**src/rtl/ddr_bank_track.sv**
```systemverilog
module ddr_bank_track #(
  parameter int T_RCD = 3,
  parameter int T_RP  = 3,
  parameter int T_WR  = 3,
  parameter int T_RAS = 6,
  parameter int T_RC  = 9,
  parameter int CW    = 4
) (
  input  logic clk,
  input  logic rst_n,
  input  logic act_hit,
  input  logic wr_hit,
  input  logic pre_hit,
  output logic is_open,
  output logic rcd_ok,
  output logic ras_ok,
  output logic rc_ok,
  output logic rp_ok,
  output logic wr_ok
);

  localparam logic [CW-1:0] LD_RCD = CW'(T_RCD - 1);
  localparam logic [CW-1:0] LD_RP  = CW'(T_RP - 1);
  localparam logic [CW-1:0] LD_WR  = CW'(T_WR - 1);
  localparam logic [CW-1:0] LD_RAS = CW'(T_RAS - 1);
  localparam logic [CW-1:0] LD_RC  = CW'(T_RC - 1);

  logic          open_q, open_d;
  logic [CW-1:0] rcd_q, rcd_d;
  logic [CW-1:0] rp_q, rp_d;
  logic [CW-1:0] wr_q, wr_d;
  logic [CW-1:0] ras_q, ras_d;
  logic [CW-1:0] rc_q, rc_d;

  function automatic logic [CW-1:0] step_down(input logic [CW-1:0] v);
    return (v == '0) ? '0 : v - 1'b1;
  endfunction

  always_comb begin
    open_d = open_q;
    rcd_d  = step_down(rcd_q);
    rp_d   = step_down(rp_q);
    wr_d   = step_down(wr_q);
    ras_d  = step_down(ras_q);
    rc_d   = step_down(rc_q);
    if (act_hit) begin
      open_d = 1'b1;
      rcd_d  = LD_RCD;
      ras_d  = LD_RAS;
      rc_d   = LD_RC;
    end
    if (wr_hit && open_q) begin
      wr_d = LD_WR;
    end
    if (pre_hit && open_q) begin
      open_d = 1'b0;
      rp_d   = LD_RP;
    end
  end

  always_ff @(posedge clk or negedge rst_n) begin
    if (!rst_n) begin
      open_q <= 1'b0;
      rcd_q  <= '0;
      rp_q   <= '0;
      wr_q   <= '0;
      ras_q  <= '0;
      rc_q   <= '0;
    end else begin
      open_q <= open_d;
      rcd_q  <= rcd_d;
      rp_q   <= rp_d;
      wr_q   <= wr_d;
      ras_q  <= ras_d;
      rc_q   <= rc_d;
    end
  end

  assign is_open = open_q;
  assign rcd_ok  = (rcd_q == '0);
  assign rp_ok   = (rp_q == '0);
  assign wr_ok   = (wr_q == '0);
  assign ras_ok  = (ras_q == '0);
  assign rc_ok   = (rc_q == '0);

endmodule

```
**config.mk**
```make
export PLATFORM = sky130hd
export DESIGN_NAME = ddr_bank_track
export DESIGN_NICKNAME = d
export VERILOG_FILES = /design/src/rtl/ddr_bank_track.sv
export SDC_FILE = /design/constraint.sdc
export NUM_CORES = 1
export LEC_CHECK = 0
export CORE_MARGIN = 5
export CORE_UTILIZATION = 52
export CTS_CLUSTER_DIAMETER = 50
export DETAILED_ROUTE_END_ITERATION = 6
export PLACE_DENSITY = 0.76
export SKIP_CTS_REPAIR_TIMING = 1
export SYNTH_ARGS = -nofsm -noshare
export SYNTH_HDL_FRONTEND = slang
export SYNTH_SLANG_ARGS = --single-unit
export TNS_END_PERCENT = 10
```
**constraint.sdc**
```tcl
create_clock -name clk -period 1.8 [get_ports clk]
set_input_delay 0.54 -clock clk [delete_from_list [all_inputs] [get_ports clk]]
set_output_delay 0.54 -clock clk [all_outputs]
set_load 0.01 [all_outputs]
```
=== Yosys cells after proc, flatten, opt, wreduce, memory -nomap -nowiden ===
Cells that the tools add are included.

* Add/sub/neg operators: 5
* Reductions and logical operators: 8
* Mux-type cells: 12

{| class="wikitable"
|+ Operators with widths
! cell !! number
|-
| 4-bit two-way mux || 10
|-
| 4-bit logical NOT || 5
|-
| 4-bit by 1-bit subtractor with 4-bit output, second input constant || 5
|-
| 1-bit logical AND || 2
|-
| 1-bit two-way mux || 2
|-
| 2-bit nonzero test || 1
|}

* Register bits after elaboration: 21
* Output and inout bits: 6
* Logic and storage cells: 31
* Bits of input ports: 5

=== Depth between registers and ports, before layout ===
Gate-level depths: netlist of the first run.

* Depth in word-level cells: 3
* Gate-level depth with buffers: 5
* Depth with buffers taken out: 5

=== Worst setup path after synthesis of the first run ===
Ideal clock, no wire load.

* Path type: reg-to-output
* Start point: register ras_q[0]
* End point: output port ras_ok
* Data required time: 1.260 ns
* Stages on the path, launching flop included: 5
* Buffers on the path: 0
* Setup slack: 0.260 ns
* Arrival time: 1.000 ns
* Cell sequence: dfrtp_1 inv_1 ha_1 inv_1 nor3_1

* Word-level cells in the longest chain between the ends: 1

{| class="wikitable"
|+ RTL lines
! what !! RTL line !! source
|-
| start: declaration || 32 || <nowiki>logic [CW-1:0] ras_q, ras_d;</nowiki>
|-
| start signal: assignment || 74 || <nowiki>ras_q <= ras_d;</nowiki>
|-
| 4-bit logical NOT || 83 || <nowiki>assign ras_ok = (ras_q == '0);</nowiki>
|-
| end: declaration || 16 || <nowiki>output logic ras_ok,</nowiki>
|}

Every way passes these cells.

=== Worst setup path after layout of the first run ===
* Start point: register rc_q[0]
* End point: output port rc_ok

* Word-level cells in the longest chain between the ends: 1

{| class="wikitable"
|+ RTL lines
! what !! RTL line !! source
|-
| start: declaration || 33 || <nowiki>logic [CW-1:0] rc_q, rc_d;</nowiki>
|-
| start signal: assignment || 75 || <nowiki>rc_q <= rc_d;</nowiki>
|-
| 4-bit logical NOT || 84 || <nowiki>assign rc_ok = (rc_q == '0);</nowiki>
|-
| end: declaration || 17 || <nowiki>output logic rc_ok,</nowiki>
|}

Every way passes these cells.

==> impl_metrics.env, run 1 <==
export IMPL_crit_required_ns=1.26
export IMPL_fin_area_um2=1217
export IMPL_met3_length_um=74
export IMPL_grt_start_max_net_pins=22
export IMPL_syn_nets=95
export IMPL_cts_buffer_depth=2
export IMPL_rsz0062_at_grt="yes"
export IMPL_yosys_area_top_type="dfrtp_1"
export IMPL_portBuffers=10
export IMPL_row_count=15
export IMPL_clk_pin_slew_worst_paths_ns=0.12
export IMPL_synthFlopType="dfrtp_1"
export IMPL_ys_warnings_count=0
export IMPL_period_share_pct=103.0
export IMPL_fill_cells=135
export IMPL_ys_top_cells_by_count="dfrtp_1, nor3_1, nor2_1"
export IMPL_power_density_nw_per_um2=925.8
export IMPL_ir_drop_mv=0.5449
export IMPL_fin_ws_ns=-0.05387
export IMPL_status="finished with violations"
export IMPL_maxSlewViolCount=0
export IMPL_io_pins=11
export IMPL_fp_coreArea_um2=1689
export IMPL_clk_latency_ns=0.31
export IMPL_startpoint_type="register"
export IMPL_wire_per_inst_um=12.77
export IMPL_cts_root_buf="clkbuf_4"
export IMPL_cp_max_fo=2
export IMPL_combPwrFrac_pct=29.4
export IMPL_num_antenna_cells=0
export IMPL_power_switching_uw=336.2
export IMPL_grt_pass1_vias=766
export IMPL_cp_end_kind="output pin"
export IMPL_synth_top_area_share_pct=57.53
export IMPL_ant_nets=0
export IMPL_drt_met1_wl_um=797
export IMPL_synth_seq_area_share_pct=57.53
export IMPL_crit_type="reg -> out"
export IMPL_drc=0
export IMPL_placed_cells=133
export IMPL_gr_total_overflow=0
export IMPL_dpl_instance_area_um2=1181
export IMPL_multi_input_area_um2=381.6
export IMPL_cts_sinks=21
export IMPL_setup_violations_final=2
export IMPL_highest_layer="met4"
export IMPL_leakage_nw=0.5874
export IMPL_stdcell_count=137
export IMPL_swShare_pct=29.83
export IMPL_track_usage_pct=15.67
export IMPL_dr_pass1_iters=4
export IMPL_arrival_ns=1.31
export IMPL_netlist_instances=87
export IMPL_final_nets=129
export IMPL_fin_total_pwr_mw=1.127
export IMPL_vias=769
export IMPL_die_area_um2=2695
export IMPL_netlist_top_cells_area="dfrtp_1, nor3_1, ha_1"
export IMPL_ys_ff_latch=21
export IMPL_async_reset_ff_share_pct=100.0
export IMPL_relSlewSlack_pct=69.98
export IMPL_clkPwrFrac_pct=19.9
export IMPL_area_growth_pct=33.29
export IMPL_synth_edff_count=0
export IMPL_cts_tree="done"
export IMPL_numCtsBuffers=3
export IMPL_avgSynthCellArea_um2=10.50
export IMPL_fp_dieW_um=51.91
export IMPL_drtIter0Drc=12
export IMPL_fin_worst_skew_ns=0.006117
export IMPL_hold_viol=0
export IMPL_die_h_um=51.91
export IMPL_violations="negative setup slack"
export IMPL_internal_power_uw=790.9
export IMPL_yosysMostFrequentCell="dfrtp_1"
export IMPL_worstMarginPinSlew_ns=0.4489
export IMPL_regArea_um2=525.5
export IMPL_via_per_inst=5.613
export IMPL_preCtsSetupSlack_ns=-0.1653
export IMPL_dp_hpwl_um=1311
export IMPL_initial_core_util_pct=54.07
export IMPL_fmax_ghz=0.5394
export IMPL_place_gp_congestion=0.6984
export IMPL_synth_area_um2=913.4
export IMPL_cap_violations=0
export IMPL_fin_util_pct=72.07
export IMPL_synth_cell_type_count=23
export IMPL_htree_levels=1
export IMPL_layout_min_cycle_time_ns=1.854
export IMPL_pwr_share_seq_pct=50.6
export IMPL_met2_length_um=839
export IMPL_drive_gt1_share_pct=25.83
export IMPL_hold_class="reg -> reg"
export IMPL_grt_pass1_wl_um=3111
export IMPL_antenna_found_initial=0
export IMPL_wirelength_um=1750
-- metal layers --
layer,vias up,GRT usage [%]
met5,-,0
met4,0,7.860
met3,5,2.865
met2,18,27.62
met1,362,17.90
li1,384,-
-- worst max-delay path, cell delays in order, from the launching register on --
cell	delay, ns
dfrtp_1	0.40
inv_1	0.09
ha_2	0.18
nand2b_1	0.08
nor2_2	0.11
clkbuf_2	0.14
-- power groups by stage --
stage,sequential (mW),clock (mW),combinational (mW)
6_report,0.571,0.225,0.332
3_5_place_dp,0.577,0,0.345
2_1_floorplan,0.585,0,0.154
4_1_cts,0.568,0.240,0.345
3_3_place_gp,0.574,0,0.330
5_1_grt,0.580,0.257,0.369
-- cells in the final DEF (no fill, tap or decap), drive strengths merged, types with 4 or more instances in the layout --
cell type and count:
clkbuf 6, a21oi 7, buf 20, nor2 8, nor3 12, dfrtp 21, clkdlybuf4s50 4, inv 5
o21ai 4
-- registers in the layout, summed over array words and instances, names as in the netlist --
name / cells
is_open: 1
ras_q: 4
rc_q: 4
rcd_q: 4
rp_q: 4
wr_q: 4
-- cells by family after synthesis --
logic type               share of synthesized area (%)
adder cells (fa/ha/maj)                          4.110
AND/OR/NAND/NOR                                  22.74
multiplexers                                     1.096
AO/OA/AOI/OAI                                    12.06
flip-flops                                       57.53
buffers and inverters                            2.466
-- per-stage QoR --
step	setup TNS [ns]	hold slack, ns
5_1_grt	-0.3300	0.5461
3_5_place_dp	-0.3251	0.4845
2_1_floorplan	0	0.2444
6_report	-0.07342	0.5063
3_3_place_gp	-0.2044	0.4604
4_1_cts	-2.115	0.5100
-- final cells by class --
class                   instances  share of cell area [%]
repair buffers                 30                   19.94
inverters                       5                   1.542
flip-flops and latches         21                   43.17
clock inverters                 1                  0.4111
multi-input cells              60                   31.35
well taps                      17                   1.747
clock buffers                   3                   1.850
-- path summary, 6_finish.rpt --
path	startpoint	endpoint	slack, ns	depth (start not counted)
setup / recovery	rc_q[0]	rc_ok	-0.05	5
hold / removal	rc_q[3]	rc_q[3]	0.51	1
setup reg to reg	rp_q[1]	rp_q[2]	0.51	3
hold reg to reg	rc_q[3]	rc_q[3]	0.51	1
max in group asynchronous	rst_n	rp_q[1]	1.02	2
min in group asynchronous	rst_n	wr_q[0]	0.57	2
Note: power is estimated with default switching activity, not from simulation.
==> inputs of run 2 (changes only) <==
- CAP_MARGIN: not set -> 20
==> results of run 2 <==
The final DEF is identical to that of run 1; final timing and power are the same.
==> inputs of run 3 (changes only) <==
--- a/config.mk
+++ b/config.mk
@@ -13,4 +13,5 @@
 export PLACE_DENSITY = 0.76
 export SKIP_CTS_REPAIR_TIMING = 1
+export SLEW_MARGIN = 40
 export SYNTH_ARGS = -nofsm -noshare
 export SYNTH_HDL_FRONTEND = slang
==> constraint.sdc (replaced) <==
create_clock -name clk -period 1.8 [get_ports clk]
set_input_delay 0.27 -clock clk [delete_from_list [all_inputs] [get_ports clk]]
set_output_delay 0.27 -clock clk [all_outputs]
set_load 0.01 [all_outputs]
==> run 3 against run 2 <==
  * Count of clock-buffer cells in the layout grew 1
  * Global-route usage decreased by 2.6 points
  * Fmax is 16% higher
  * Sequential cell count did not move
  * Cell area shrank 9.1%
  * Die area did not move
  * Sequential power is 4.0% higher
  * Clock power is 8% lower
  * The flow now finishes without violations
  * Via count shrank 8.5%
  * Critical path type unchanged
==> impl_metrics.env, run 3 (synthesized netlist as in run 1, its figures left out) <==
export IMPL_fp_coreArea_um2=1689
export IMPL_wirelength_um=1571
export IMPL_fp_dieW_um=51.91
export IMPL_arrival_ns=1.32
export IMPL_layout_min_cycle_time_ns=1.595
export IMPL_relSlewSlack_pct=70.91
export IMPL_placed_cells=116
export IMPL_period_share_pct=88.61
export IMPL_fin_ws_ns=0.2051
export IMPL_io_pins=11
export IMPL_critical_path_startpoint="rc_q[0]"
export IMPL_area_growth_pct=21.10
export IMPL_drtIter0Drc=12
export IMPL_cts_tree="done"
export IMPL_grt_start_max_net_pins=22
export IMPL_hold_class="in -> async"
export IMPL_stdcell_count=120
export IMPL_clk_latency_ns=0.28
export IMPL_place_gp_congestion=0.7052
export IMPL_crit_slowest_cell="dfrtp_1"
export IMPL_crit_cells=5
export IMPL_num_antenna_cells=0
export IMPL_die_area_um2=2695
export IMPL_dp_hpwl_um=1099
export IMPL_path_cells="inv_1 -> ha_1 -> nand2b_1 -> nor2_1 -> dlymetal6s2s_1"
export IMPL_cp_end_kind="output pin"
export IMPL_preCtsSetupSlack_ns=0.06245
export IMPL_fmax_ghz=0.6270
export IMPL_worstSetupEndpoint="rc_ok"
export IMPL_reg2reg_slack_ns=0.59
export IMPL_worstMarginPinSlew_ns=0.4349
export IMPL_fin_worst_skew_ns=0.001162
export IMPL_drive_gt1_share_pct=9.709
export IMPL_hold_viol=0
export IMPL_power_density_nw_per_um2=949.5
export IMPL_grt_pass1_vias=691
export IMPL_drc=0
export IMPL_initial_core_util_pct=54.07
export IMPL_fin_hold_ws_ns=0.3180
export IMPL_maxSlewViolCount=0
export IMPL_antenna_found_initial=0
export IMPL_crit_buf_inv=2
export IMPL_cap_violations=0
export IMPL_final_nets=112
export IMPL_cts_buffer_depth=2
export IMPL_cts_sinks=21
export IMPL_final_cell_mix="dfrtp_1, nor3_1, nor2_1, a21oi_1"
export IMPL_cp_top_family="flip-flops"
export IMPL_leakage_nw=0.5300
export IMPL_setup_tns_ns=0
export IMPL_clk_pin_slew_worst_paths_ns=0.10
export IMPL_fill_cells=136
export IMPL_cts_root_buf="clkbuf_4"
export IMPL_numCtsBuffers=3
export IMPL_via_per_inst=5.867
export IMPL_final_common_cell="dfrtp_1"
export IMPL_status="completed"
export IMPL_ant_nets=0
export IMPL_crit_required_ns=1.53
export IMPL_die_h_um=51.91
export IMPL_htree_levels=1
export IMPL_portBuffers=10
export IMPL_rsz0062_at_grt="no"
export IMPL_grt_pass1_wl_um=2711
export IMPL_crit_type="reg -> out"
export IMPL_cp_slowest_stage_delay_ns=0.40
export IMPL_wire_per_inst_um=13.09
export IMPL_r2r_end="rp_q[2]"
export IMPL_track_usage_pct=13.09
export IMPL_cp_max_fo=3
export IMPL_vias=704
export IMPL_gr_total_overflow=0
export IMPL_ir_drop_mv=0.4638
export IMPL_rr_worst_depth=2
export IMPL_r2r_start="rp_q[1]"
export IMPL_row_count=15
export IMPL_startpoint_type="register"
export IMPL_dr_pass1_iters=4
export IMPL_setup_violations_final=0
run 3: cell count changes in the layout (fill, tap and decap cells not counted), sizes merged:
cell           before  now
buf                20    3
clkdlybuf4s50       4    5
clkinv              1    0
clkbuf              6    4
dlymetal6s2s        3    5
run 3: worst min-delay path by stage:
stage	start	end	depth (start not counted)
finish	rst_n	wr_q[0]	2
global route	rst_n	rc_q[2]	2
CTS	rst_n	wr_q[0]	2
detailed placement	rc_q[0]	rc_q[0]	1
global placement	rc_q[0]	rc_q[0]	1
floorplan	rst_n	is_open	0
run 3: layer usage:
layer	wire length [µm]	GRT usage, %	up-vias
met1	708	16.01	344
li1	-	-	349
met5	0	0	-
met3	72	4.011	2
met2	777	22.59	9
met4	12	2.620	0
run 3: final cells by class:
type                       count  area, µm²  share of cell area [%]
sequential                    21      528.0                   47.74
multi-input combinational     60      376.6                   34.05
timing repair buffer          13      135.1                   12.22
clock buffer                   4      26.28                   2.376
tap                           17      21.27                   1.923
inverter                       5      18.77                   1.697
run 3: report_power, final:
group          leakage [nW]  internal, mW  switching, mW
clock network        0.0150        0.0858          0.122
registers             0.265         0.532         0.0627
logic                 0.250         0.133          0.115
total                 0.530         0.751          0.300
run 3: through the flow:
stage | instance area, µm² | util, % | total power [mW]
detailed placement | 1054 | 62.37 | 0.8525
finish | 1106 | 65.48 | 1.050
CTS | 1080 | 63.93 | 1.061
floorplan | 913.4 | - | 0.7387
global placement | 1054 | 62.37 | 0.8413
global route | 1106 | 65.48 | 1.135
